<file path="config.mk">
export PLATFORM = sky130hd
export DESIGN_NAME = wb2c_cache
export DESIGN_NICKNAME = d
export VERILOG_FILES = /design/src/rtl/wb2c_pkg.sv /design/src/rtl/wb2c_meta.sv /design/src/rtl/wb2c_data.sv /design/src/rtl/wb2c_cache.sv
export SDC_FILE = /design/constraint.sdc
export NUM_CORES = 1
export LEC_CHECK = 0
export ABC_AREA = 0
export BUFFER_PORTS_ARGS = -buffer_cell sky130_fd_sc_hd__clkbuf_2
export CORE_MARGIN = 5
export CORE_UTILIZATION = 31
export CTS_BUF_LIST = sky130_fd_sc_hd__clkbuf_4
export DETAILED_ROUTE_END_ITERATION = 7
export PLACE_DENSITY_LB_ADDON = 0.3
export SYNTH_ARGS = -nofsm -noshare
export SYNTH_HDL_FRONTEND = slang
export SYNTH_SLANG_ARGS = --single-unit
</file>
<file path="constraint.sdc">
create_clock -name clk -period 3.5 [get_ports clk]
set_input_delay 0.175 -clock clk [delete_from_list [all_inputs] [get_ports clk]]
set_output_delay 0.175 -clock clk [all_outputs]
set_load 0.01 [all_outputs]
</file>
<file path="src/rtl/wb2c_pkg.sv">
package wb2c_pkg;
   typedef enum logic [1:0] {
      CS_IDLE  = 2'd0,
      CS_EVICT = 2'd1,
      CS_FETCH = 2'd2
   } ctl_state_e;
endpackage

</file>
<file path="src/rtl/wb2c_meta.sv">
module wb2c_meta #(
   parameter int ROWS  = 4,
   parameter int TAG_W = 7,
   localparam int IDX_W = $clog2(ROWS)
) (
   input  logic             clk,
   input  logic             rst_n,
   input  logic [IDX_W-1:0] idx,
   input  logic [TAG_W-1:0] lk_tag,
   output logic             hit,
   output logic             hit_way,
   output logic             vict_way,
   input  logic             sel_way,
   output logic             sel_valid,
   output logic             sel_dirty,
   output logic [TAG_W-1:0] sel_tag,
   input  logic             touch_en,
   input  logic             touch_way,
   input  logic             touch_dirty,
   input  logic             fill_en,
   input  logic             fill_way,
   input  logic [TAG_W-1:0] fill_tag
);
   logic [TAG_W-1:0] tag_q [ROWS][2];
   logic [1:0]       val_q [ROWS];
   logic [1:0]       dty_q [ROWS];
   logic             lru_q [ROWS];
   logic [1:0]       hit_vec;

   for (genvar w = 0; w < 2; w++) begin : g_way_cmp
      assign hit_vec[w] = val_q[idx][w] && (tag_q[idx][w] == lk_tag);
   end

   assign hit     = |hit_vec;
   assign hit_way = hit_vec[1];

   // invalid ways are taken first, then the replacement bit decides
   always_comb begin
      if (!val_q[idx][0])      vict_way = 1'b0;
      else if (!val_q[idx][1]) vict_way = 1'b1;
      else                     vict_way = lru_q[idx];
   end

   assign sel_valid = val_q[idx][sel_way];
   assign sel_dirty = dty_q[idx][sel_way];
   assign sel_tag   = tag_q[idx][sel_way];

   always_ff @(posedge clk or negedge rst_n) begin
      if (!rst_n) begin
         for (int r = 0; r < ROWS; r++) begin
            val_q[r] <= '0;
            dty_q[r] <= '0;
            lru_q[r] <= 1'b0;
         end
      end else begin
         if (touch_en) begin
            lru_q[idx] <= ~touch_way;
            if (touch_dirty) dty_q[idx][touch_way] <= 1'b1;
         end
         if (fill_en) begin
            val_q[idx][fill_way] <= 1'b1;
            dty_q[idx][fill_way] <= 1'b0;
         end
      end
   end

   always_ff @(posedge clk) begin
      if (fill_en) tag_q[idx][fill_way] <= fill_tag;
   end


   hit_unique_chk: assert property (@(posedge clk) disable iff (!rst_n)
      $onehot0(hit_vec));
endmodule

</file>
<file path="src/rtl/wb2c_data.sv">
module wb2c_data #(
   parameter int ROWS    = 4,
   parameter int BLOCK_W = 64,
   parameter int WORD_W  = 16,
   localparam int IDX_W  = $clog2(ROWS),
   localparam int WSEL_W = $clog2(BLOCK_W / WORD_W)
) (
   input  logic              clk,
   input  logic [IDX_W-1:0]  idx,
   input  logic              a_way,
   output logic [BLOCK_W-1:0] a_blk,
   input  logic              b_way,
   output logic [BLOCK_W-1:0] b_blk,
   input  logic              wr_en,
   input  logic              wr_way,
   input  logic [WSEL_W-1:0] wr_sel,
   input  logic [WORD_W-1:0] wr_word,
   input  logic              fill_en,
   input  logic              fill_way,
   input  logic [BLOCK_W-1:0] fill_blk
);
   logic [BLOCK_W-1:0] blk_q [ROWS][2];

   assign a_blk = blk_q[idx][a_way];
   assign b_blk = blk_q[idx][b_way];

   always_ff @(posedge clk) begin
      if (fill_en)
         blk_q[idx][fill_way] <= fill_blk;
      else if (wr_en)
         blk_q[idx][wr_way][wr_sel*WORD_W +: WORD_W] <= wr_word;
   end
endmodule

</file>
<file path="src/rtl/wb2c_cache.sv">
module wb2c_cache
   import wb2c_pkg::*;
#(
   parameter int ADDR_W      = 12,
   parameter int BLOCK_BYTES = 8,
   parameter int ROWS        = 4,
   parameter int WORD_W      = 16,
   localparam int OFF_W   = $clog2(BLOCK_BYTES),
   localparam int IDX_W   = $clog2(ROWS),
   localparam int TAG_W   = ADDR_W - OFF_W - IDX_W,
   localparam int BLOCK_W = BLOCK_BYTES * 8,
   localparam int WORDS   = BLOCK_W / WORD_W,
   localparam int WSEL_W  = $clog2(WORDS),
   localparam int BSEL_W  = OFF_W - WSEL_W
) (
   input  logic               clk,
   input  logic               rst_n,
   input  logic               req_valid,
   input  logic               req_write,
   input  logic [ADDR_W-1:0]  req_addr,
   input  logic [WORD_W-1:0]  req_wdata,
   output logic               req_done,
   output logic [WORD_W-1:0]  req_rdata,
   output logic               mem_rd_req,
   output logic [ADDR_W-1:0]  mem_rd_addr,
   input  logic               mem_rd_ack,
   input  logic [BLOCK_W-1:0] mem_rd_data,
   output logic               mem_wr_req,
   output logic [ADDR_W-1:0]  mem_wr_addr,
   output logic [BLOCK_W-1:0] mem_wr_data,
   input  logic               mem_wr_ack
);
   initial begin
      prm_block_chk: assert ((1 << OFF_W) == BLOCK_BYTES && WORDS >= 2)
         else $error("block size must be a power of two holding two or more words");
      prm_rows_chk: assert ((1 << IDX_W) == ROWS && ROWS >= 2)
         else $error("row count must be a power of two, at least 2");
      prm_tag_chk: assert (TAG_W >= 1 && WORD_W % 8 == 0)
         else $error("address too narrow or word not whole bytes");
   end

   ctl_state_e state_q;
   logic       vict_q;

   logic [TAG_W-1:0]  lk_tag;
   logic [IDX_W-1:0]  lk_idx;
   logic [WSEL_W-1:0] lk_wsel;
   logic              hit, hit_way, vict_way, sel_way, sel_valid, sel_dirty;
   logic [TAG_W-1:0]  sel_tag;
   logic              hit_now, fill_now;
   logic [BLOCK_W-1:0] hit_blk, vict_blk;

   assign lk_tag  = req_addr[ADDR_W-1 -: TAG_W];
   assign lk_idx  = req_addr[OFF_W +: IDX_W];
   assign lk_wsel = req_addr[BSEL_W +: WSEL_W];

   assign sel_way  = (state_q == CS_IDLE) ? vict_way : vict_q;
   assign hit_now  = req_valid && hit && (state_q == CS_IDLE);
   assign fill_now = (state_q == CS_FETCH) && mem_rd_ack;

   wb2c_meta #(.ROWS(ROWS), .TAG_W(TAG_W)) meta_i (
      .clk, .rst_n,
      .idx        (lk_idx),
      .lk_tag     (lk_tag),
      .hit        (hit),
      .hit_way    (hit_way),
      .vict_way   (vict_way),
      .sel_way    (sel_way),
      .sel_valid  (sel_valid),
      .sel_dirty  (sel_dirty),
      .sel_tag    (sel_tag),
      .touch_en   (hit_now),
      .touch_way  (hit_way),
      .touch_dirty(req_write),
      .fill_en    (fill_now),
      .fill_way   (vict_q),
      .fill_tag   (lk_tag)
   );

   wb2c_data #(.ROWS(ROWS), .BLOCK_W(BLOCK_W), .WORD_W(WORD_W)) data_i (
      .clk,
      .idx      (lk_idx),
      .a_way    (hit_way),
      .a_blk    (hit_blk),
      .b_way    (sel_way),
      .b_blk    (vict_blk),
      .wr_en    (hit_now && req_write),
      .wr_way   (hit_way),
      .wr_sel   (lk_wsel),
      .wr_word  (req_wdata),
      .fill_en  (fill_now),
      .fill_way (vict_q),
      .fill_blk (mem_rd_data)
   );

   assign req_done  = hit_now;
   assign req_rdata = hit_blk[lk_wsel*WORD_W +: WORD_W];

   assign mem_wr_req  = (state_q == CS_EVICT);
   assign mem_wr_addr = {sel_tag, lk_idx, {OFF_W{1'b0}}};
   assign mem_wr_data = vict_blk;
   assign mem_rd_req  = (state_q == CS_FETCH);
   assign mem_rd_addr = {lk_tag, lk_idx, {OFF_W{1'b0}}};

   always_ff @(posedge clk or negedge rst_n) begin
      if (!rst_n) begin
         state_q <= CS_IDLE;
         vict_q  <= 1'b0;
      end else begin
         unique case (state_q)
            CS_IDLE: if (req_valid && !hit) begin
               vict_q  <= vict_way;
               state_q <= (sel_valid && sel_dirty) ? CS_EVICT : CS_FETCH;
            end
            CS_EVICT: if (mem_wr_ack) state_q <= CS_FETCH;
            CS_FETCH: if (mem_rd_ack) state_q <= CS_IDLE;
            default:  state_q <= CS_IDLE;
         endcase
      end
   end


   no_overlap_chk: assert property (@(posedge clk) disable iff (!rst_n)
      !(mem_rd_req && mem_wr_req));


   wb_then_fill_chk: assert property (@(posedge clk) disable iff (!rst_n)
      (mem_wr_req && mem_wr_ack) |=> mem_rd_req);


   wr_hold_chk: assert property (@(posedge clk) disable iff (!rst_n)
      (mem_wr_req && !mem_wr_ack) |=> (mem_wr_req && $stable(mem_wr_addr)));


   rd_hold_chk: assert property (@(posedge clk) disable iff (!rst_n)
      (mem_rd_req && !mem_rd_ack) |=> (mem_rd_req && $stable(mem_rd_addr)));

   if (BSEL_W > 0) begin : g_align

      word_align_chk: assert property (@(posedge clk) disable iff (!rst_n)
         req_valid |-> (req_addr[BSEL_W-1:0] == '0));
   end
endmodule

</file>
Yosys cells after proc, flatten, opt, wreduce, memory -nomap -nowiden:

Memory sizes are Yosys's and may differ from the RTL's.
Index checks and enable logic that the tools add are counted.

* add/sub/neg operators: 1
* order comparisons: 12
* eq/ne operators: 7
* shift operators: 3
* mux-type cells: 184
* bitwise logic cells: 137
* reductions and logical operators: 18

Operator list (count)
* 64-bit 2-to-1 mux: 8
* 128-bit 2-to-1 mux: 2
* 1-bit 2-to-1 mux: 143
* 64-bit demux with 1-bit select: 2
* 1-bit OR: 128
* 16-bit by 34-bit variable shift with 64-bit output, first input constant: 1
* 16-bit by 34-bit variable part select with 64-bit output: 1
* 64-bit by 7-bit variable part select with 16-bit output: 1
* 6-bit negator with 34-bit output: 1
* 7-bit 2-to-1 mux: 4
* 8-bit 2-to-1 mux: 3
* 2-bit 2-to-1 mux: 10
* 8-bit OR: 2
* 7-bit equality test: 2
* 14-bit 2-to-1 mux: 1
* 1-bit logical AND: 13
* 8-bit AND: 1
* 2-bit binary-select mux with 2-bit select: 2
* 2-bit demux with 2-bit select: 2
* 8-bit inverter: 1
* 7-bit demux with 1-bit select: 1
* 2-bit >= comparator, second input constant: 3
* 1-bit by 2-bit < comparator with 1-bit output, second input constant: 3
* 2-bit by 1-bit != test with 1-bit output, second input constant: 3
* 19 further kinds: 24

* bits in registers: 23
* RAM bits: 568
* input bits: 98
* output and inout bits: 107
* logic and storage cells: 378
* memories: 2

Memory list
* data_i.blk_q: depth 4, width 128, rd ports 1, clocked after Yosys merged registers in 0, wr ports 1, RTL line wb2c_data.sv:22 `logic [BLOCK_W-1:0] blk_q [ROWS][2];`
* meta_i.tag_q: depth 4, width 14, rd ports 1, clocked after Yosys merged registers in 0, wr ports 1, RTL line wb2c_meta.sv:24 `logic [TAG_W-1:0] tag_q [ROWS][2];`

Logic depth before layout (Yosys ltp):

Gate-level depths: netlist of the first run.

* depth in word-level cells: 16
* gate-level depth with buffers: 10
* gate-level depth less buffers: 6

By module:

From an unflattened synthesis of the first run, not the netlist that was laid out.

* cell total of the unflattened synthesis: 1822
* area total of the unflattened synthesis: 26845.7 um2

Modules (own cells, without submodules)
* wb2c_data: instances 1, cells each 1534, area each 22494.1 um2, sequential area each 15374.7 um2
* wb2c_meta: instances 1, cells each 233, area each 3602.2 um2, sequential area each 2182.1 um2
* wb2c_cache: instances 1, cells each 55, area each 749.5 um2, sequential area each 75.1 um2

Worst setup path before layout of the first run:

No wires, ideal clock.

* kind: input to register
* from: in req_addr[3]
* to: mem data_i.blk_q[0][0] in the netlist's numbering (enable)
* data arrival time: 2.810 ns
* path slack: 0.296 ns
* stages on the path: 10
* buffers on the path: 4
* cells stage by stage: buf_6 > buf_6 > mux4_2 > xnor2_1 > nand4_1 > nor2_2 > buf_4 > buf_4 > nand3_1 > a21oi_1

* cells in the longest elaborated chain, start to end: 13
* elaborated cells on any way between the ends: 23
* classes of those cells: order compare: 2; eq/ne: 2; mux: 8; bitwise: 3; reduce/logical: 7; memory: 1

Ends and longest elaborated chain
* start: declaration: RTL line wb2c_cache.sv:20 `input logic [ADDR_W-1:0] req_addr,`
* branches (longest 13 deep; another with memory read 4 x 14 bit)
* end: declaration: RTL line wb2c_data.sv:22

Parallel ways; which one is timed is not known. The select of a mux whose other input is x is not followed.

Final worst setup path of the first run:

* from: in req_addr[4]
* to: out req_rdata[9]

* cells in the longest elaborated chain, start to end: 10
* elaborated cells on any way between the ends: 13
* classes of those cells: eq/ne: 1; shift: 1; mux: 6; bitwise: 2; reduce/logical: 1; memory: 2

Ends and longest elaborated chain
* branches (longest 6 deep; another with memory read 4 x 14 bit)
* 64-bit 2-to-1 mux (not written as such) * (3 in a row): RTL line wb2c_data.sv:24 `assign a_blk = blk_q[idx][a_way];`
* 64-bit by 7-bit variable part select with 16-bit output *: RTL line wb2c_cache.sv:97 `assign req_rdata = hit_blk[lk_wsel*WORD_W +: WORD_W];`
* end: declaration: RTL line wb2c_cache.sv:23 `output logic [WORD_W-1:0] req_rdata,`

Every way passes the cells marked *. The select of a mux whose other input is x is not followed.

==> flow_summary.json, run 1 <==
{
  "routed_wl_um": 83600,
  "start_util_pct": 31.4,
  "p_total_mw": 17.4,
  "power_frac_clock_pct": 33.6,
  "p_sw_share_pct": 28.3,
  "vias_per_cell": 5.07,
  "dp_hpwl_um": 57500,
  "synth.top_cell.area_share_pct": 63.7,
  "core-area_sq_um": 85400,
  "antenna_found_initial": 7,
  "slew_viol_final": 0,
  "final-setup-viol-count": 0,
  "die-height_um": 304,
  "drc": 0,
  "crit_family": "buffers and inverters",
  "grt_usage_pct": 17.9,
  "required_ns": 3.32,
  "ys_warn_count": 0,
  "hold_slack_ns": 0.115,
  "firstDrtPassIters": 5,
  "rsz0062_at_grt": "true",
  "vias": 15522,
  "path_clk_slew_ns": 0.07,
  "start_kind": "primary input",
  "grt_overflow": 0,
  "fillers": 7972,
  "die-area_sq_um": 92400,
  "skew_ns": 0.0825,
  "p_sw_mw": 4.93,
  "yosys.area.top_type": "edfxtp_1",
  "cpMostUsedCell": "mux4_2",
  "syn_avg_cell_area_sq_um": 19.9,
  "grt_pass1_vias": 16253,
  "clock.fmax_ghz": 0.292,
  "synthToLayoutAreaGrowth_pct": 22.5,
  "sequentialPowerShare_pct": 46.5,
  "syn_area_sq_um": 26800,
  "synth_cells": 1344,
  "min_path_type": "in -> reg",
  "cts_tree": "built",
  "critPathCaptureType": "output port",
  "worst_pin_slew_ns": 1.09,
  "vdd_drop_max_uv": 309,
  "critical_path_class": "in -> out",
  "drive_gt1_share_pct": 51.5,
  "synth-seq-cells": 591,
  "fin_crit_sh_pct": 98.0,
  "fin_tns_setup_ns": 0,
  "grt_pass1_wl_um": 118000,
  "finalCriticalPeriod_ns": 3.43,
  "h-tree-depth": 4,
  "route.detailed.wl_per_inst_um": 27.3,
  "outcome": "finished clean",
  "power_frac_comb_pct": 19.9,
  "arrival_ns": 3.25,
  "p_leak_nw": 11.6,
  "clockRootBuffer": "clkbuf_4",
  "cts-buffers-inserted": 155,
  "io-pin-count": 205,
  "synth-edff-count": 568,
  "ys_seq_area_share_pct": 65.8,
  "clk_path_buf_depth": 3,
  "cap_violations": 0,
  "crit_fanout": 94,
  "cts_sinks": 591,
  "path_buf_inv": 4,
  "final_cells": 3061,
  "layout.nets": 1908,
  "ys.flop_type": "edfxtp_1",
  "hold_viol_final": 0,
  "num_rows": 107,
  "worst_path_max_delay_cell": "dlygate4sd3_1",
  "path_cells": "dlygate4sd3_1 -> clkbuf_8 -> buf_16 -> mux4_2 -> mux4_2 -> mux2_2 -> clkbuf_2",
  "place_congestion": 0.844,
  "crit_path_max_incr_delay_ns": 0.55,
  "grt_max_degree": 95,
  "postRouteAntennaNets": 0,
  "pwr_density_cell_nw_per_um2": 530,
  "synth_cell_type_count": 48,
  "dp.cells": 2656,
  "ys_top_cells_by_area": "edfxtp_1 64%, mux4_2 16%, mux2_2 6.2%",
  "yosysMostFrequentCell": "edfxtp_1",
  "async_flop_share_pct": 3.89,
  "insertion_delay_ns": 0.97,
  "yosys-top-cells-count": "568 x edfxtp_1, 185 x mux4_2, 148 x mux2_2",
  "die_w_um": 304,
  "first_iter_violations": 1530,
  "maxSlewHeadroom_pct": 27.3,
  "intPower_mw": 12.5,
  "port_buffers": 197
}
==> cells in the final DEF, fill, tap and decap left out, types with 6 or more instances in the layout <==
| master | instances |
|---|---|
| or2_2 | 9 |
| clkinv_1 | 28 |
| conb_1 | 6 |
| inv_1 | 7 |
| clkbuf_4 | 214 |
| clkinv_2 | 6 |
| buf_12 | 17 |
| o21ai_0 | 10 |
| xnor2_2 | 10 |
| mux4_2 | 185 |
| dfrtp_1 | 23 |
| mux2_4 | 68 |
| dlygate4sd3_1 | 120 |
| edfxtp_1 | 568 |
| and2_1 | 64 |
| mux2i_1 | 7 |
| buf_4 | 66 |
| mux2_2 | 144 |
| nor2_1 | 25 |
| a21oi_2 | 32 |
| clkbuf_2 | 189 |
| nand2_1 | 7 |
| nand3_1 | 8 |
| and3_1 | 7 |
| diode_2 | 7 |
==> power by group through the flow <==
| stage | sequential (mW) | clock (mW) | combinational (mW) |
|---|---|---|---|
| after CTS | 8.09 | 6.02 | 3.55 |
| after floorplan | 8.22 | 0 | 1.78 |
| after global placement | 8.23 | 0 | 3.11 |
| after detailed placement | 8.25 | 0 | 3.13 |
| after global routing | 8.11 | 6.43 | 3.63 |
| final | 8.09 | 5.85 | 3.46 |
==> routing by layer <==
metal | share of wire (%) | track usage, % | wire length, um
met1 | 41 | 23.6 | 34500
met2 | 48 | 28.6 | 40300
met3 | 9.1 | 5.69 | 7580
met4 | 1.4 | 4.88 | 1180
met5 | 0.031 | 0 | 26
==> sequential cells by signal (all words and copies together), names as in the netlist <==
name,cells
meta_i.val_q,8
state_q,2
vict_q,1
meta_i.lru_q,4
data_i.blk_q,512
meta_i.tag_q,56
meta_i.dty_q,8
==> cell families (layout without fill, tap and decap cells) <==
kind of cell | after synthesis | in the layout | share of synthesized area, %
AO/OA/AOI/OAI | 68 | 68 | 1.55
XOR/XNOR | 14 | 14 | 0.626
adder cells (fa/ha/maj) | 5 | 5 | 0.234
buffers and inverters | 113 | 674 | 2.61
flip-flops | 591 | 591 | 65.8
multiplexers | 404 | 404 | 25.6
other | 1 | 13 | 0.0140
AND/OR/NAND/NOR | 148 | 148 | 3.53
==> tightest hold or removal path, stage by stage <==
cell	delay, ns
dlygate4sd3_1	0.52
clkbuf_2	0.11
mux2_4	0.16
==> cell type report <==
cell class | instances | area [sq um] | share of cell area (%)
flip-flops and latches | 591 | 17600 | 53.7
multi-input cells | 645 | 8700 | 26.5
repair buffers | 403 | 3100 | 9.45
clock buffers | 214 | 1610 | 4.90
well taps | 1144 | 1430 | 4.36
clock inverters | 48 | 293 | 0.892
inverters | 9 | 33.8 | 0.103
diodes | 7 | 17.5 | 0.0534
==> metrics by stage <==
stage	worst slack, ns	instance area (sq um)	utilization, %
6_report	0.0712	32800	38.4
5_1_grt	-0.0635	32800	38.4
4_1_cts	-0.0167	32700	38.3
3_5_place_dp	0.334	29400	34.4
3_3_place_gp	0.346	29400	34.4
2_1_floorplan	0.296	26800	-
==> repair_timing <==
action                                  in CTS  in global routing
hold buffers                               121                  0
buffers inserted                             8                  8
gates resized for setup                     13                 18
hold endpoints to repair                   605                  0
pin swaps                                    2                  6
endpoints found under the setup margin      83                 49
gates cloned                                 2                  0
==> final timing paths <==
path | start | to | slack [ns] | depth (start not counted)
max | req_addr[4] | req_rdata[9] | 0.07 | 7
min | mem_rd_data[14] | data_i.blk_q[3][78] | 0.12 | 3
max reg2reg | meta_i.tag_q[3][1] | data_i.blk_q[0][93] | 0.11 | 10
min reg2reg | meta_i.val_q[3] | meta_i.val_q[3] | 0.47 | 1
max in group asynchronous | rst_n | meta_i.dty_q[0] | 2.91 | 4
min in group asynchronous | rst_n | vict_q | 0.40 | 4
No activity file was read; power rests on OpenSTA's default activity.
==> run 2, diff against run 1 <==
Clock period 3.5 ns to 4.2 ns, I/O delays scaled along.
==> run 2 against run 1 <==
- non-clock buffer count down 29
- clock skew up 0.0058 ns
- die area unchanged
- critical path depth unchanged
- register-to-register slack better by 0.36 ns
- final area down 1.5%
- hold slack better by 0.016 ns
- first-iteration DRC count down 10%
- largest cell class unchanged
==> flow_summary.json, run 2 (synthesized netlist as in run 1, its figures left out) <==
{
  "grt_usage_pct": 17.9,
  "grt_max_degree": 65,
  "grt_overflow": 0,
  "crit_path_max_incr_delay_ns": 0.53,
  "wl_met2_um": 39400,
  "rr_worst_depth": 8,
  "multi_input_area_sq_um": 8620,
  "io-pin-count": 205,
  "first_iter_violations": 1376,
  "p_total_mw": 14.4,
  "endpoint": "req_rdata[11]",
  "min_path_type": "in -> reg",
  "port_buffers": 197,
  "critPathCaptureType": "output port",
  "core-area_sq_um": 85400,
  "worst_pin_slew_ns": 1.16,
  "cts_resized": 0,
  "vias_per_cell": 5.17,
  "arrival_ns": 3.70,
  "num_rows": 107,
  "crit_fanout": 15,
  "cts-buffers-inserted": 153,
  "critical_path_class": "reg -> out",
  "layout.nets": 1877,
  "grt_pass1_vias": 16214,
  "drc": 0,
  "start_util_pct": 31.4,
  "cts_tree": "built",
  "drt-met1-wl_um": 33300,
  "fin_tns_setup_ns": 0,
  "synthToLayoutAreaGrowth_pct": 20.7,
  "pwr_density_cell_nw_per_um2": 445,
  "maxSlewHeadroom_pct": 22.8,
  "critPathLaunch": "meta_i.tag_q[1][2]",
  "timing.rr.end": "data_i.blk_q[2][112]",
  "required_ns": 3.99,
  "mostFrequentLayoutCell": "edfxtp_1",
  "fin_crit_sh_pct": 93.1,
  "dp_hpwl_um": 57400,
  "r2r_start": "meta_i.tag_q[1][2]",
  "antenna_found_initial": 21,
  "wl_met3_um": 9220,
  "insertion_delay_ns": 0.99,
  "hold_viol_final": 0,
  "start_kind": "flop",
  "rrSetupSlack_ns": 0.47,
  "topRoutingLayerUsed": "met5",
  "routed_wl_um": 84400,
  "p_leak_nw": 11.3,
  "die-height_um": 304,
  "drive_gt1_share_pct": 50.8,
  "path_clk_slew_ns": 0.06,
  "cap_violations": 0,
  "layout_common_cells": "568 x edfxtp_1, 219 x clkbuf_4, 195 x clkbuf_2, 185 x mux4_2, 148 x mux2_2",
  "worst_path_max_delay_cell": "nor2_4",
  "final-setup-viol-count": 0,
  "postRouteAntennaNets": 0,
  "pre_cts_ws_ns": 0.597,
  "clock.fmax_ghz": 0.256,
  "die_w_um": 304,
  "firstDrtPassIters": 5,
  "cts_setup_buffers": 0,
  "clockRootBuffer": "clkbuf_4",
  "clk_path_buf_depth": 3,
  "cts_sinks": 591,
  "grt_pass1_wl_um": 118000,
  "post-route-util_pct": 37.9,
  "slew_viol_final": 0,
  "rsz0062_at_grt": "false",
  "reg.largest.list": "data_i.blk_q (512), meta_i.tag_q (56)",
  "path_cells": "mux4_2 -> xnor2_1 -> nand4_1 -> nor2_4 -> buf_4 -> mux2_2 -> clkbuf_2",
  "h-tree-depth": 4,
  "vias": 15710,
  "route.detailed.wl_per_inst_um": 27.8,
  "timing.final.ws_setup_ns": 0.288,
  "skew_ns": 0.0883,
  "fillers": 8040,
  "vdd_drop_max_uv": 310,
  "place_congestion": 0.867,
  "top_register": "data_i.blk_q",
  "die-area_sq_um": 92400,
  "largest_reg_flops": 512,
  "outcome": "finished clean",
  "regArea_sq_um": 17600,
  "finalCriticalPeriod_ns": 3.91
}
[run 2: metal layers]
metal / global-route usage (%) / vias up
met5: 0 / -
met4: 6.12 / 8
met3: 5.94 / 120
met2: 28.0 / 813
met1: 23.7 / 8284
li1: - / 6485
[run 2: worst min path at each step]
stage / from / end / slack (ns) / cells after the start
after CTS: req_wdata[9] / data_i.blk_q[1][73] / 0.008 / 3
after global routing: req_wdata[9] / data_i.blk_q[1][73] / 0.03 / 3
after detailed placement: rst_n / meta_i.val_q[4] / 0.26 / 1
after global placement: rst_n / meta_i.val_q[6] / 0.25 / 1
after floorplan: rst_n / meta_i.dty_q[0] / -0.09 / 0
final: req_addr[3] / meta_i.dty_q[1] / 0.13 / 4
[run 2: repair_timing]
item                       4_1_cts  5_1_grt
hold buffers                   113        0
hold endpoints to repair       603        0
setup endpoints to repair        0        0
[run 2: area by class of cell]
type,count,share of cell area (%)
clock buffers,219,5.08
flip-flops and latches,591,54.5
repair buffers,374,8.19
multi-input cells,645,26.7
diodes,8,0.0619
clock inverters,47,0.929
inverters,9,0.104
well taps,1144,4.43
[run 2: worst max-delay path, delay by kind of cell, from the launching register on]
family / cells / cell delay [ns]
xor+xnor: 1 / 0.25
mux: 2 / 0.89
flops: 1 / 0.43
buf+inv: 2 / 0.48
simple gates: 2 / 0.72
[run 2: report_power, final]
part           internal [mW]  switching [mW]
Sequential              6.69          0.0543
Combinational           1.09            1.56
Clock                   2.59            2.39
Total                   10.4            4.00
[run 2: stage by stage]
step                      instance area [sq um]  hold slack (ns)  instances
final                                     32300            0.131       3037
after CTS                                 32300          0.00814       3029
after global placement                    29200            0.249       2650
after detailed placement                  29200            0.262       2650
after global routing                      32300           0.0331       3031
after floorplan                           26800          -0.0856       1349
==> run 3, diff against run 2 <==
Settings changed: ABC_AREA 0 to 1.
==> run 3 against run 2 <==
- sequential power grew 2%
- die area grew 0.30%
- synthesized cell count rose by 78%
- utilization decreased by 0.16 points
- hold slack lost 0.040 ns
- worst setup slack got worse by 0.093 ns
==> flow_summary.json, run 3 <==
{
  "cts-buffers-inserted": 158,
  "layout_common_cells": "861 x nand2_1, 568 x edfxtp_1, 226 x clkbuf_4, 197 x clkbuf_2, 184 x nand3_1",
  "path_clk_slew_ns": 0.07,
  "route.detailed.wl_per_inst_um": 22.6,
  "clockRootBuffer": "clkbuf_4",
  "synth_cell_type_count": 38,
  "ys_warn_count": 0,
  "rr_worst_depth": 8,
  "layout.nets": 2902,
  "synthToLayoutAreaGrowth_pct": 21.1,
  "cts_setup_buffers": 0,
  "pwr_density_cell_nw_per_um2": 468,
  "syn_avg_cell_area_sq_um": 11.2,
  "place_congestion": 0.854,
  "yosys.area_share.simple_pct": 17.5,
  "ys.flop_type": "edfxtp_1",
  "maxSlewHeadroom_pct": 26.0,
  "post_dp_cell_area_sq_um": 29300,
  "ys_top_cells_by_area": "edfxtp_1 63%, nand2_1 12%, nand3_1 3.4%",
  "cts_tree": "built",
  "p_leak_nw": 12.8,
  "crit_fanout": 28,
  "fillers": 8379,
  "grt_usage_pct": 19.3,
  "io-pin-count": 205,
  "final-setup-viol-count": 0,
  "h-tree-depth": 4,
  "critPathCaptureType": "output port",
  "vias": 20779,
  "holdPathEnd": "data_i.blk_q[0][82]",
  "antenna_found_initial": 6,
  "vias_per_cell": 5.09,
  "port_buffers": 197,
  "num_rows": 108,
  "core-area_sq_um": 86300,
  "hold_depth": 4,
  "timing.final.ws_setup_ns": 0.195,
  "cts_sinks": 591,
  "r2r_start": "state_q[0]",
  "synth_top_family_by_area": "simple AND/OR/NAND/NOR gates",
  "vdd_drop_max_uv": 268,
  "outcome": "finished clean",
  "syn_area_sq_um": 26900,
  "start_util_pct": 31.1,
  "top_register": "data_i.blk_q",
  "min-delay-start": "mem_rd_data[18]",
  "synth_compound_area_share_pct": 9.45,
  "rsz0062_at_grt": "false",
  "hold_slack_ns": 0.0914,
  "grt_overflow": 0,
  "dp_hpwl_um": 59700,
  "postRouteAntennaNets": 0,
  "die-height_um": 304,
  "p_total_mw": 15.2,
  "first_iter_violations": 1943,
  "clk_path_buf_depth": 3,
  "fin_tns_setup_ns": 0,
  "final_cells": 4079,
  "finalCriticalPeriod_ns": 4.00,
  "drive_gt1_share_pct": 22.4,
  "grt_max_degree": 131,
  "start_kind": "primary input",
  "synth.top_cell.area_share_pct": 63.5,
  "die-area_sq_um": 92700,
  "synth_cells": 2398,
  "synthMuxAreaShare_pct": 2.38,
  "pre_cts_ws_ns": 0.752,
  "grt_pass1_wl_um": 133000,
  "fin_crit_sh_pct": 95.4,
  "synthAdderAreaFrac_pct": 0.233,
  "firstDrtPassIters": 6,
  "yosys-top-cells-count": "863 x nand2_1, 568 x edfxtp_1, 184 x nand3_1",
  "timing.rr.end": "data_i.blk_q[1][81]",
  "clock.fmax_ghz": 0.250,
  "drc": 0,
  "synth-seq-cells": 591,
  "mostFrequentLayoutCell": "nand2_1",
  "yosys.area.top_type": "edfxtp_1",
  "skew_ns": 0.0776,
  "synth_xor_area_share_pct": 0,
  "synth-edff-count": 568,
  "hold_viol_final": 0,
  "min_path_type": "in -> reg",
  "dp.cells": 3676,
  "routed_wl_um": 92200,
  "arrival_ns": 3.79,
  "reg.largest.list": "data_i.blk_q (512), meta_i.tag_q (56)",
  "yosysMostFrequentCell": "nand2_1",
  "rrSetupSlack_ns": 1.04,
  "largest_reg_flops": 512,
  "fin_area_sq_um": 32500,
  "insertion_delay_ns": 1.04,
  "worst_pin_slew_ns": 1.11,
  "required_ns": 3.99,
  "ys_seq_area_share_pct": 65.6,
  "cap_violations": 0,
  "post-route-util_pct": 37.7,
  "grt_pass1_vias": 20055,
  "critical_path_class": "in -> out",
  "async_flop_share_pct": 3.89,
  "slew_viol_final": 0,
  "die_w_um": 304
}
## run 3: changes by cell type after synthesis, moves of 87 or more
cell / change
a221oi_1: +87
inv_1: +95
mux2_2: -148
mux4_2: -185
nand2_1: +856
nand3_1: +176
## run 3: repair_timing
action                                 CTS  global route
endpoints found under the hold margin  616             0
hold buffers                           118             0
setup endpoints to repair                0             4
resized for setup                        0             6
## run 3: cell type report
cell class                      count  area [sq um]  share of cell area [%]
Antenna cell                        5          12.5                  0.0384
Clock buffer                      226          1700                    5.21
Timing Repair Buffer              401          2950                    9.06
Multi-Input combinational cell   1539          8070                    24.8
Sequential cell                   591         17600                    54.2
Tap cell                         1155          1450                    4.44
Clock inverter                     54           334                    1.03
Inverter                          108           409                    1.26
## run 3: routing by layer
metal | GRT usage [%] | routed length (um)
met5 | 0 | 10
met4 | 7.97 | 3370
met3 | 5.41 | 9090
met2 | 30.3 | 42400
met1 | 25.3 | 37300
## run 3: cell families after synthesis
family / count (synthesis)
and+or+nand+nor: 1136
muxes: 64
buffers and inverters: 273
DFF: 591
AOI/OAI and AO/OA: 328
adders and majority gates: 5
other: 1
## run 3: worst max path at each step
stage | start | slack, ns | cells after the start | to
after CTS | req_addr[4] | 0.26 | 11 | mem_wr_data[48]
after detailed placement | req_addr[2] | 0.75 | 9 | data_i.blk_q[0][34]
after floorplan | req_addr[4] | 1.28 | 14 | data_i.blk_q[0][0]
after global routing | req_addr[3] | 0.02 | 20 | req_rdata[6]
final | req_addr[4] | 0.20 | 14 | mem_wr_data[18]
after global placement | req_addr[3] | 0.74 | 16 | data_i.blk_q[1][6]
## run 3: where the power goes
group,switching [mW],internal (mW)
sequential,0.0805,6.77
combinational,2.21,1.06
clock,2.45,2.68
total,4.74,10.5
## run 3: worst max-delay path, stage by stage
cell and delay, ns:
dlygate4sd3_1 0.53, clkbuf_2 0.43, inv_2 0.08, nand2_2 0.21, buf_4 0.29, o22ai_1 0.12
nor2_1 0.14, nand2_1 0.07, nand2_1 0.09, nand2_1 0.15, nand2_8 0.29, buf_4 0.37
mux2i_1 0.54, clkbuf_2 0.24
